**src/rtl/seal_cnt_pkg.sv**
```systemverilog
package seal_cnt_pkg;

    localparam int CNT_W    = 32;
    localparam int NUM_TIME = 2;
    localparam int NUM_USE  = 2;

    typedef enum logic [1:0] {
        MODE_SERVICE = 2'b00,
        MODE_VOTE    = 2'b01,
        MODE_DEVEL   = 2'b10,
        MODE_BAD     = 2'b11
    } op_mode_e;

    // index of each time counter inside the time keeper
    localparam int TIDX_VOTE  = 0;
    localparam int TIDX_DEVEL = 1;

    // index of each usage counter inside the usage keeper
    localparam int UIDX_SPEND = 0;
    localparam int UIDX_CERT  = 1;

    typedef struct packed {
        logic     tick;
        op_mode_e mode;
        logic     cert;
        logic     spend;
        logic     closeout;
        logic     resume;
    } ctl_t;

    // one-hot select of the time counter owned by a mode
    function automatic logic [NUM_TIME-1:0] time_sel(input op_mode_e m);
        logic [NUM_TIME-1:0] s;
        s = '0;
        if (m == MODE_VOTE)  s[TIDX_VOTE]  = 1'b1;
        if (m == MODE_DEVEL) s[TIDX_DEVEL] = 1'b1;
        return s;
    endfunction

endpackage

```
**src/rtl/sat_counter.sv**
```systemverilog
module sat_counter #(
    parameter int W = seal_cnt_pkg::CNT_W
) (
    input  logic         clk,
    input  logic         rst,
    input  logic         inc,
    input  logic         ld,
    input  logic [W-1:0] ld_val,
    output logic [W-1:0] q
);
    localparam logic [W-1:0] TOP = '1;

    always_ff @(posedge clk) begin
        if (rst)
            q <= '0;
        else if (ld)
            q <= ld_val;
        else if (inc && (q != TOP))
            q <= q + 1'b1;
    end

    p_no_wrap_r4: assert property (@(posedge clk) disable iff (rst)
        !$past(rst) |-> q >= $past(q));

    p_sat_hold_r4: assert property (@(posedge clk) disable iff (rst)
        (q == TOP) |=> (q == TOP));

endmodule

```
**src/rtl/usage_keeper.sv**
```systemverilog
module usage_keeper
    import seal_cnt_pkg::*;
#(
    parameter int W = CNT_W
) (
    input  logic         clk,
    input  logic         rst,
    input  logic         cert,
    input  logic         spend,
    input  logic         closeout,
    output logic         key_valid,
    output logic         err_use,
    output logic [W-1:0] uses,
    output logic [W-1:0] certs
);
    logic [NUM_USE-1:0] inc_vec;
    logic [W-1:0]       cq [NUM_USE];

    assign inc_vec[UIDX_SPEND] = spend && key_valid && !closeout;
    assign inc_vec[UIDX_CERT]  = cert && !closeout;

    for (genvar i = 0; i < NUM_USE; i++) begin : g_use
        sat_counter #(.W(W)) u_cnt (
            .clk    (clk),
            .rst    (rst),
            .inc    (inc_vec[i]),
            .ld     (1'b0),
            .ld_val ('0),
            .q      (cq[i])
        );
    end

    assign uses  = cq[UIDX_SPEND];
    assign certs = cq[UIDX_CERT];

    always_ff @(posedge clk) begin
        if (rst) begin
            key_valid <= 1'b0;
            err_use   <= 1'b0;
        end else begin
            err_use <= spend && !key_valid && !closeout;
            if (closeout)
                key_valid <= 1'b0;
            else if (cert)
                key_valid <= 1'b1;
        end
    end

    p_dead_key_r7: assert property (@(posedge clk) disable iff (rst)
        (spend && !key_valid && !closeout) |=> (err_use && $stable(uses)));

    p_erase_r8: assert property (@(posedge clk) disable iff (rst)
        closeout |=> !key_valid);

    p_cert_arms_r5: assert property (@(posedge clk) disable iff (rst)
        (cert && !closeout) |=> key_valid);

endmodule

```
**src/rtl/time_keeper.sv**
```systemverilog
module time_keeper
    import seal_cnt_pkg::*;
#(
    parameter int W = CNT_W
) (
    input  logic         clk,
    input  logic         rst,
    input  logic         tick,
    input  op_mode_e     mode,
    input  logic         closeout,
    input  logic         resume,
    input  logic [W-1:0] resume_val,
    output logic         frozen,
    output logic         res_acc,
    output logic         err_resume,
    output logic [W-1:0] tvote,
    output logic [W-1:0] tdev
);
    logic [NUM_TIME-1:0] sel;
    logic [W-1:0]        tq [NUM_TIME];

    function automatic logic [W-1:0] vmax(input logic [W-1:0] a, input logic [W-1:0] b);
        return (a > b) ? a : b;
    endfunction

    assign sel     = time_sel(mode);
    assign res_acc = resume && frozen && !closeout;

    for (genvar i = 0; i < NUM_TIME; i++) begin : g_time
        logic         inc_i;
        logic         ld_i;
        logic [W-1:0] lv_i;
        assign inc_i = tick && !frozen && !closeout && sel[i];
        assign ld_i  = res_acc && sel[i];
        assign lv_i  = vmax(tq[i], resume_val);
        sat_counter #(.W(W)) u_cnt (
            .clk    (clk),
            .rst    (rst),
            .inc    (inc_i),
            .ld     (ld_i),
            .ld_val (lv_i),
            .q      (tq[i])
        );
    end

    assign tvote = tq[TIDX_VOTE];
    assign tdev  = tq[TIDX_DEVEL];

    always_ff @(posedge clk) begin
        if (rst) begin
            frozen     <= 1'b0;
            err_resume <= 1'b0;
        end else begin
            err_resume <= resume && !frozen && !closeout;
            if (closeout)
                frozen <= 1'b1;
            else if (res_acc)
                frozen <= 1'b0;
        end
    end

    p_frozen_hold_r9: assert property (@(posedge clk) disable iff (rst)
        (frozen && !resume) |=> ($stable(tvote) && $stable(tdev)));

    p_vote_only_r1: assert property (@(posedge clk) disable iff (rst)
        (mode != MODE_VOTE) |=> $stable(tvote));

    p_devel_only_r2: assert property (@(posedge clk) disable iff (rst)
        (mode != MODE_DEVEL) |=> $stable(tdev));

    p_idle_modes_r3: assert property (@(posedge clk) disable iff (rst)
        (mode == MODE_SERVICE || mode == MODE_BAD) |=> ($stable(tvote) && $stable(tdev)));

    p_resume_max_r10: assert property (@(posedge clk) disable iff (rst)
        (res_acc && mode == MODE_VOTE) |=> (tvote >= $past(resume_val) && !frozen));

    p_bad_resume_r11: assert property (@(posedge clk) disable iff (rst)
        (resume && !frozen && !closeout) |=> (err_resume && $stable(tvote) && $stable(tdev)));

endmodule

```
**src/rtl/closeout_record.sv**
```systemverilog
module closeout_record #(
    parameter int W = seal_cnt_pkg::CNT_W
) (
    input  logic         clk,
    input  logic         rst,
    input  logic         closeout,
    input  logic         res_acc,
    input  logic [W-1:0] uses,
    input  logic [W-1:0] certs,
    input  logic [W-1:0] tvote,
    input  logic [W-1:0] tdev,
    output logic         rec_valid,
    output logic [W-1:0] rec_uses,
    output logic [W-1:0] rec_certs,
    output logic [W-1:0] rec_tvote,
    output logic [W-1:0] rec_tdev
);
    always_ff @(posedge clk) begin
        if (rst) begin
            rec_valid <= 1'b0;
            rec_uses  <= '0;
            rec_certs <= '0;
            rec_tvote <= '0;
            rec_tdev  <= '0;
        end else if (closeout) begin
            rec_valid <= 1'b1;
            rec_uses  <= uses;
            rec_certs <= certs;
            rec_tvote <= tvote;
            rec_tdev  <= tdev;
        end else if (res_acc) begin
            rec_valid <= 1'b0;
        end
    end

    p_snapshot_r8: assert property (@(posedge clk) disable iff (rst)
        closeout |=> (rec_valid && rec_uses == $past(uses) && rec_certs == $past(certs)
                      && rec_tvote == $past(tvote) && rec_tdev == $past(tdev)));

endmodule

```
**src/rtl/seal_counter_bank.sv**
```systemverilog
module seal_counter_bank
    import seal_cnt_pkg::*;
#(
    parameter int W = CNT_W
) (
    input  logic         clk,
    input  logic         rst,
    input  logic         tick_i,
    input  logic [1:0]   mode_i,
    input  logic         cert_i,
    input  logic         spend_i,
    input  logic         closeout_i,
    input  logic         resume_i,
    input  logic [W-1:0] resume_val_i,
    output logic         key_valid_o,
    output logic         err_use_o,
    output logic         err_resume_o,
    output logic         frozen_o,
    output logic [W-1:0] live_uses_o,
    output logic [W-1:0] live_certs_o,
    output logic [W-1:0] live_tvote_o,
    output logic [W-1:0] live_tdev_o,
    output logic         rec_valid_o,
    output logic [W-1:0] rec_uses_o,
    output logic [W-1:0] rec_certs_o,
    output logic [W-1:0] rec_tvote_o,
    output logic [W-1:0] rec_tdev_o
);
    ctl_t ctl;
    logic res_acc;

    assign ctl = '{tick:     tick_i,
                   mode:     op_mode_e'(mode_i),
                   cert:     cert_i,
                   spend:    spend_i,
                   closeout: closeout_i,
                   resume:   resume_i};

    usage_keeper #(.W(W)) u_usage (
        .clk       (clk),
        .rst       (rst),
        .cert      (ctl.cert),
        .spend     (ctl.spend),
        .closeout  (ctl.closeout),
        .key_valid (key_valid_o),
        .err_use   (err_use_o),
        .uses      (live_uses_o),
        .certs     (live_certs_o)
    );

    time_keeper #(.W(W)) u_time (
        .clk        (clk),
        .rst        (rst),
        .tick       (ctl.tick),
        .mode       (ctl.mode),
        .closeout   (ctl.closeout),
        .resume     (ctl.resume),
        .resume_val (resume_val_i),
        .frozen     (frozen_o),
        .res_acc    (res_acc),
        .err_resume (err_resume_o),
        .tvote      (live_tvote_o),
        .tdev       (live_tdev_o)
    );

    closeout_record #(.W(W)) u_rec (
        .clk       (clk),
        .rst       (rst),
        .closeout  (ctl.closeout),
        .res_acc   (res_acc),
        .uses      (live_uses_o),
        .certs     (live_certs_o),
        .tvote     (live_tvote_o),
        .tdev      (live_tdev_o),
        .rec_valid (rec_valid_o),
        .rec_uses  (rec_uses_o),
        .rec_certs (rec_certs_o),
        .rec_tvote (rec_tvote_o),
        .rec_tdev  (rec_tdev_o)
    );

endmodule

```
**config.mk**
```make
export PLATFORM = sky130hd
export DESIGN_NAME = seal_counter_bank
export DESIGN_NICKNAME = d
export VERILOG_FILES = /design/src/rtl/seal_cnt_pkg.sv /design/src/rtl/sat_counter.sv /design/src/rtl/usage_keeper.sv /design/src/rtl/time_keeper.sv /design/src/rtl/closeout_record.sv /design/src/rtl/seal_counter_bank.sv
export SDC_FILE = /design/constraint.sdc
export NUM_CORES = 1
export LEC_CHECK = 0
export ABC_AREA = 1
export ABC_CLOCK_PERIOD_IN_PS = 2320
export BUFFER_PORTS_ARGS = -buffer_cell sky130_fd_sc_hd__buf_4
export CAP_MARGIN = 20
export CORE_MARGIN = 5
export CORE_UTILIZATION = 43
export DETAILED_ROUTE_END_ITERATION = 7
export GPL_TIMING_DRIVEN = 0
export PLACE_DENSITY = 0.77
export SYNTH_ARGS = -nofsm -noshare
export SYNTH_HDL_FRONTEND = slang
export SYNTH_SLANG_ARGS = --single-unit
```
**constraint.sdc**
```tcl
create_clock -name clk -period 2.32 [get_ports clk]
set_input_delay 0.58 -clock clk [delete_from_list [all_inputs] [get_ports clk]]
set_output_delay 0.58 -clock clk [all_outputs]
set_load 0.01 [all_outputs]
```
==> flow_summary.yaml, run 1 <==
pwr:
  p_comb_frac: 0.123
  sequentialPowerShare: 0.431
  peakVddDrop_uv: 545
  p_per_area_nw_per_um2: 590
  leakagePower_nw: 8.43
  swShare: 0.270
  clockPowerShare: 0.446
  p_int_mw: 8.17
  power.switching_mw: 3.02
sta:
  fin_worst_skew_ns: 0.00917
  relSlewSlack: 0.410
  worst_pin_slew_ns: 0.885
  timing.final.ws_setup_ns: -0.0415
  fin_crit_sh: 1.02
  fmax_mhz: 423
  rsz0062_at_grt: "yes"
  hold_violations: 0
  period_needed_ns: 2.36
  slew_violations: 0
  setup_viol: 12
synthesis:
  synthesis.area_sq_um: 14300
  synthCells: 2149
  synth.distinct_cells: 43
  synth_area_leader_cell: "dfxtp_1"
  syn_nets: 2258
  synth_top_area_frac: 0.363
  syn-mean-instance-area_sq_um: 6.67
  synthTopCellsByArea: "dfxtp_1 (36%), nand2_1 (13%), nor2_1 (7.7%)"
  synthArstFlopShare: 0
  yosysWarnings: 0
  yosysSeqAreaShare: 0.363
  synthFlopType: "dfxtp_1"
  synth-edff-count: 0
  ys_ff_latch: 260
run_status:
  outcome: "finished, violations left"
  violations: "negative setup slack"
routing:
  wl_per_cell_microns: 20.1
  drt_pre_antenna_iters: 5
  num_vias: 16400
  drt-initial-drc-count: 1508
  drtAntennaViolNets: 0
  drc_errors: 0
  routed_wl_microns: 59700
  viasPerCell: 5.51
hold_path:
  hold_class: "input port to flop"
  hold_depth: 3
cts:
  cts_buffer_depth: 3
  cts_buffers: 29
  numClockSinks: 260
  path_clk_slew_ns: 0.06
  htree_num_levels: 1
  cts_root_buf: "clkbuf_16"
  worstSkewPairLatency_ns: 0.56
  cts_tree: "yes"
run:
  drv_cap: 0
grt:
  grt_pass1_vias: 15400
  overflow: 0
  antenna_found_initial: 1
  grt_max_degree: 15
  grt_pass1_wl_microns: 88600
  grt_usage: 0.303
die:
  die_width_microns: 193
  rows: 66
  core_sq_um: 32700
  initial_utilization: 0.438
  io_pins: 302
  die_area_sq_um: 37100
  fp.dieH_microns: 193
placed_design:
  gp_congestion: 0.973
  dpl.hpwl_microns: 45800
  port_buffers: 300
  post-place-ws_ns: -0.930
  dpl_cell_area_sq_um: 17200
setup_path:
  worstPathRequired_ns: 2.80
  cp.arrival_ns: 2.84
  cp_max_fo: 6
  path_class: "flop to flop"
  reg2regPathDepth: 14
  end_kind: "flop"
  cp-start-kind: "flop"
final_layout:
  fin_util: 0.580
  nets: 2617
  area_delta_synth_final_pct: 32.4
  final_cell_area_sq_um: 19000
  drive_gt1_frac: 0.215
  fill_cells: 3184
sequential cells by signal, indices dropped and copies added (netlist names):
name	cells
u_rec.rec_certs	32
u_rec.rec_tdev	32
u_rec.rec_tvote	32
u_rec.rec_uses	32
u_time.err_resume	1
u_time.frozen	1
u_time.g_time.u_cnt.q	64
u_usage.err_use	1
u_usage.g_use.u_cnt.q	64
u_usage.key_valid	1
layout by cell type, fill, tap and decap left out, types with 5 or more instances in the layout:
cell type | synthesis | routed
nand3_2 | 2 | 12
nor2_1 | 294 | 281
inv_1 | 205 | 204
nand2_1 | 482 | 461
a21oi_1 | 217 | 207
clkbuf_2 | 0 | 5
clkinv_2 | 0 | 7
nor4_1 | 12 | 10
nor2_4 | 3 | 7
nand4_1 | 32 | 32
clkbuf_16 | 0 | 31
clkbuf_8 | 0 | 5
a31oi_1 | 6 | 6
buf_4 | 3 | 327
nor3_1 | 59 | 52
buf_2 | 16 | 8
nor2_2 | 2 | 11
bufinv_16 | 0 | 5
o21ai_0 | 214 | 214
dfxtp_2 | 0 | 29
dfxtp_1 | 260 | 223
a21oi_2 | 0 | 10
buf_1 | 8 | 7
nand3_1 | 90 | 79
xnor2_1 | 6 | 6
dfxtp_4 | 0 | 8
o21a_1 | 5 | 5
clkbuf_1 | 67 | 59
nand2_4 | 1 | 6
buf_8 | 0 | 5
nor3b_1 | 7 | 7
xor2_1 | 56 | 56
nand2_2 | 4 | 20
buf_6 | 4 | 12
nor3_2 | 2 | 6
ha_1 | 68 | 65
kinds of logic (layout without fill, tap and decap cells):
| logic type | Yosys count | in the layout | synth area share |
|---|---|---|---|
| compound gates | 455 | 455 | 0.163 |
| flops | 260 | 260 | 0.363 |
| other cells | 0 | 1 | 0 |
| xor+xnor | 62 | 62 | 0.0379 |
| fa+ha+maj | 68 | 68 | 0.0594 |
| simple gates | 998 | 998 | 0.292 |
| buf+inv | 306 | 688 | 0.0844 |
power by group through the flow:
stage	Combinational, mW	Clock [mW]	Sequential, mW
final	1.37	4.99	4.83
after global placement	1.26	0	4.91
after CTS	1.32	5.04	4.82
after detailed placement	1.29	0	4.91
after floorplan	0.611	0	4.93
after global routing	1.51	5.22	4.84
layer usage:
layer,vias to the layer above,routed length [microns],global-route usage
li1,7758,-,-
met1,7706,24400,0.393
met2,807,28200,0.521
met3,124,5230,0.0465
met4,0,1860,0.0891
met5,-,0,0
cells in the mapped netlist (3+ instances only):
| cell type | n |
|---|---|
| clkbuf_1 | 67 |
| buf_2 | 16 |
| nor3_1 | 59 |
| a31oi_1 | 6 |
| and3_1 | 3 |
| buf_4 | 3 |
| o21ai_0 | 214 |
| buf_6 | 4 |
| dfxtp_1 | 260 |
| nor3b_1 | 7 |
| nand3_1 | 90 |
| a21oi_1 | 217 |
| inv_1 | 205 |
| nor4_1 | 12 |
| xor2_1 | 56 |
| nand2_1 | 482 |
| xnor2_1 | 6 |
| ha_1 | 68 |
| nand4_1 | 32 |
| buf_1 | 8 |
| nor2_4 | 3 |
| o21a_1 | 5 |
| nand2_2 | 4 |
| nor2_1 | 294 |
path summary, 6_finish.rpt:
kind                                      end  slack, ns                   startpoint
setup reg to reg  u_time.g_time[1].u_cnt.q[0]      -0.04  u_time.g_time[1].u_cnt.q[0]
setup / recovery  u_time.g_time[1].u_cnt.q[0]      -0.04  u_time.g_time[1].u_cnt.q[0]
hold / removal              u_time.err_resume       0.30                     resume_i
hold reg to reg   u_usage.g_use[0].u_cnt.q[4]       0.50  u_usage.g_use[0].u_cnt.q[4]
repair_timing:
action | CTS | global route
setup buffers | 7 | 16
gates resized for setup | 68 | 123
setup endpoints to repair | 210 | 150
pin swaps | 1 | 30
cloned | 0 | 4
hold buffers | 0 | 0
per-stage QoR:
step                      hold WS (ns)  TNS (ns)  power, mW  std cells
after CTS                        0.271         0       11.2       2953
after global placement           0.477   -197.39       6.17       2891
after floorplan                  0.487         0       5.54       2149
after global routing             0.298     -2.05       11.6       2973
after detailed placement         0.485   -172.31       6.21       2892
final                            0.297    -0.282       11.2       2974
worst max-delay path: stages (launching register included):
cell and delay, ns:
dfxtp_4 0.39, ha_4 0.15, nand2_4 0.05, nor2_4 0.15
nand2_4 0.09, nor2_8 0.14, nand2_4 0.07, nor2_4 0.15
nand4_1 0.20, o21ai_4 0.31, nand2_4 0.13, buf_6 0.16
nand2_4 0.05, nand2_2 0.04, nor2_1 0.16
final cells by class:
cell class                      count  area (sq um)  share of cell area
Clock buffer                       37           796              0.0420
Buffer                             98           542              0.0286
Multi-Input combinational cell   1583          8270               0.436
Clock inverter                     17           229              0.0121
Antenna cell                        1          2.50            0.000132
Inverter                          208           782              0.0412
Sequential cell                   260          5270               0.278
Timing Repair Buffer              328          2530               0.133
Tap cell                          442           553              0.0292
Note: power is estimated with default switching activity, not from simulation.
==> inputs of run 2 (changes only) <==
--- a/config.mk
+++ b/config.mk
@@ -6,14 +6,17 @@
 export NUM_CORES = 1
 export LEC_CHECK = 0
 export ABC_AREA = 1
-export ABC_CLOCK_PERIOD_IN_PS = 2320
+export ABC_CLOCK_PERIOD_IN_PS = 2500
 export BUFFER_PORTS_ARGS = -buffer_cell sky130_fd_sc_hd__buf_4
 export CAP_MARGIN = 20
+export CELL_PAD_IN_SITES_DETAIL_PLACEMENT = 1
+export CELL_PAD_IN_SITES_GLOBAL_PLACEMENT = 2
 export CORE_MARGIN = 5
-export CORE_UTILIZATION = 43
+export CORE_UTILIZATION = 31
 export DETAILED_ROUTE_END_ITERATION = 7
 export GPL_TIMING_DRIVEN = 0
-export PLACE_DENSITY = 0.77
+export PLACE_DENSITY = 0.91
 export SYNTH_ARGS = -nofsm -noshare
 export SYNTH_HDL_FRONTEND = slang
+export SYNTH_HIERARCHICAL = 1
 export SYNTH_SLANG_ARGS = --single-unit
==> constraint.sdc (replaced) <==
create_clock -name clk -period 2.5 [get_ports clk]
set_input_delay 0.625 -clock clk [delete_from_list [all_inputs] [get_ports clk]]
set_output_delay 0.625 -clock clk [all_outputs]
set_load 0.01 [all_outputs]
==> run 2 against run 1 <==
Effect of this change:
- the run now ends clean
- core utilization shrank 18 points
- global-route usage shrank 6.2 points
- synthesized area grew 21%
- sequential cell count grew 1
- non-clock buffer count shrank 10
==> flow_summary.yaml, run 2 <==
cts:
  worstSkewPairLatency_ns: 0.55
  cts_buffer_depth: 3
  htree_num_levels: 2
  ctsHoldBuffers: 0
  path_clk_slew_ns: 0.06
  cts_tree: "yes"
  cts_root_buf: "clkbuf_16"
  numClockSinks: 261
  cts_buffers: 36
die:
  initial_utilization: 0.315
  die_width_microns: 247
  io_pins: 302
  rows: 86
  core_sq_um: 55300
  die_area_sq_um: 61000
  fp.dieH_microns: 247
synthesis:
  synth_top_area_frac: 0.300
  synth_compound_area_frac: 0.0928
  synthFlopType: "dfxtp_1"
  synth-edff-count: 0
  synthCells: 2732
  synth_top_family_by_area: "simple AND/OR/NAND/NOR gates"
  synth_commonest_cells: "nand2_1 (711), nor2_1 (623), dfxtp_1 (261)"
  synth_simple_gate_area_frac: 0.434
  synth.distinct_cells: 47
  syn-mean-instance-area_sq_um: 6.37
  yosysSeqAreaShare: 0.300
  ys_ff_latch: 261
  synthAdderAreaFrac: 0.0489
  synthArstFlopShare: 0
  synthTopCellsByArea: "dfxtp_1 (30%), nand2_1 (15%), nor2_1 (13%)"
  synth.most_common_cell: "nand2_1"
  synth_area_leader_cell: "dfxtp_1"
  yosysWarnings: 6
  synthXorXnorAreaFrac: 0.0221
  synthMuxAreaShare: 0.00690
  synthesis.area_sq_um: 17400
placed_design:
  dpl_cell_area_sq_um: 20900
  numPlacedInstances: 3849
  post-place-ws_ns: -0.523
  gp_congestion: 0.902
  dpl.hpwl_microns: 59000
  port_buffers: 301
setup_path:
  end_kind: "flop"
  critical-path-top-delay-family: "simple AND/OR/NAND/NOR gates"
  crit_chain: "ha_1 -> nand2_1 -> nor2_1 -> nor2_1 -> nand3_1 -> a21oi_1 -> nand2_4 -> nand2_4 -> buf_4 -> nand2_1 -> nand2_1 -> nor2_1 -> o21bai_1 -> a21oi_1"
  worstPathRequired_ns: 2.96
  cp.arrival_ns: 2.84
  cp-start-kind: "flop"
  cpPeakStageDelay_ns: 0.47
  path_class: "flop to flop"
  critPathBufInv: 1
  cp_slowest_cell: "dfxtp_2"
  cp_max_fo: 10
final_layout:
  instances_no_fill: 3913
  fill_cells: 7288
  final_cell_area_sq_um: 22300
  layout_common_cells: "nand2_1 (708), nor2_1 (620), buf_4 (309)"
  top_regs: "u_time/g_time.u_cnt/q x64, u_usage/g_use.u_cnt/q x64"
  nets: 3250
  mostFrequentLayoutCell: "nand2_1"
  seqCellArea_sq_um: 5350
  antennaDiodeCount: 0
  multiInputGateArea_sq_um: 10800
  area_delta_synth_final_pct: 27.9
  drive_gt1_frac: 0.211
sta:
  timing.final.ws_setup_ns: 0.116
  fmax_mhz: 420
  setup_viol: 0
  fin_crit_sh: 0.953
  setup_tns_ns: 0
  worst_pin_slew_ns: 0.759
  period_needed_ns: 2.38
  rsz0062_at_grt: "yes"
  fin_worst_skew_ns: 0.0144
  relSlewSlack: 0.492
  slew_violations: 0
  hold_violations: 0
routing:
  routed_wl_microns: 76300
  drc_errors: 0
  num_vias: 19600
  drt_pre_antenna_iters: 5
  wl_per_cell_microns: 19.5
  viasPerCell: 5.01
  drtAntennaViolNets: 0
  drt-initial-drc-count: 1066
grt:
  grt_pass1_vias: 20300
  overflow: 0
  antenna_found_initial: 2
  grt_max_degree: 12
  grt_pass1_wl_microns: 116000
  grt_usage: 0.241
pwr:
  power.total_mw: 12.0
  leakagePower_nw: 10.5
  p_per_area_nw_per_um2: 538
  peakVddDrop_uv: 375
hold_path:
  hold_class: "input port to flop"
run:
  drv_cap: 0
run_status:
  outcome: "complete, no violations"
-- run 2: kinds of logic after synthesis --
family | count (synthesis)
flip-flops | 261
buffers and inverters | 296
adder cells (fa/ha/maj) | 68
AND/OR/NAND/NOR | 1739
AO/OA/AOI/OAI | 311
XOR/XNOR | 44
other | 1
multiplexers | 12
-- run 2: worst paths after layout --
check,startpoint,to,slack [ns],cells after the start
worst min-delay path,cert_i,u_usage/key_valid,0.32,3
worst min register to register,u_rec/rec_valid,u_rec/rec_valid,0.47,2
worst max-delay path,u_time/g_time[0].u_cnt/q[22],u_time/g_time[0].u_cnt/q[9],0.12,14
worst max register to register,u_time/g_time[0].u_cnt/q[22],u_time/g_time[0].u_cnt/q[9],0.12,14
-- run 2: what timing repair did --
item                                    in CTS  in global routing
buffers inserted                             0                  2
hold endpoints to repair                     0                  0
cloned                                       0                  0
pin swaps                                    1                  6
resized for setup                           28                 72
endpoints found under the setup margin      52                 63
-- run 2: per-stage QoR --
step,hold WS (ns),utilization
6_report,0.320,0.402
5_1_grt,0.308,0.402
4_1_cts,0.294,0.400
3_5_place_dp,0.465,0.377
3_3_place_gp,0.453,0.377
2_1_floorplan,0.477,-
-- run 2: report_power, final --
| part | leakage [nW] | internal, mW | switching [mW] | total (mW) |
|---|---|---|---|---|
| registers | 2.18 | 4.38 | 0.337 | 4.71 |
| clock network | 0.593 | 3.36 | 2.10 | 5.47 |
| logic | 7.76 | 0.743 | 1.04 | 1.78 |
| total | 10.5 | 8.49 | 3.48 | 12.0 |
-- run 2: layer usage --
metal | track usage | up-vias | part of all wire
li1 | - | 9441 | -
met1 | 0.308 | 9552 | 0.44
met2 | 0.411 | 467 | 0.48
met3 | 0.0412 | 134 | 0.054
met4 | 0.0799 | 4 | 0.031
met5 | 0 | - | 0.00030
-- run 2: worst min-delay path: stages --
cell    delay [ns]
buf_4         0.09
nor2_1        0.03
nor2_1        0.09
-- run 2: cell type report --
| class | count | share of cell area |
|---|---|---|
| clock inverter | 13 | 0.0103 |
| inverter | 184 | 0.0311 |
| sequential | 261 | 0.240 |
| timing repair buffer | 304 | 0.103 |
| clock buffer | 49 | 0.0440 |
| tap | 748 | 0.0420 |
| multi-input combinational | 2242 | 0.486 |
| buffer | 112 | 0.0434 |
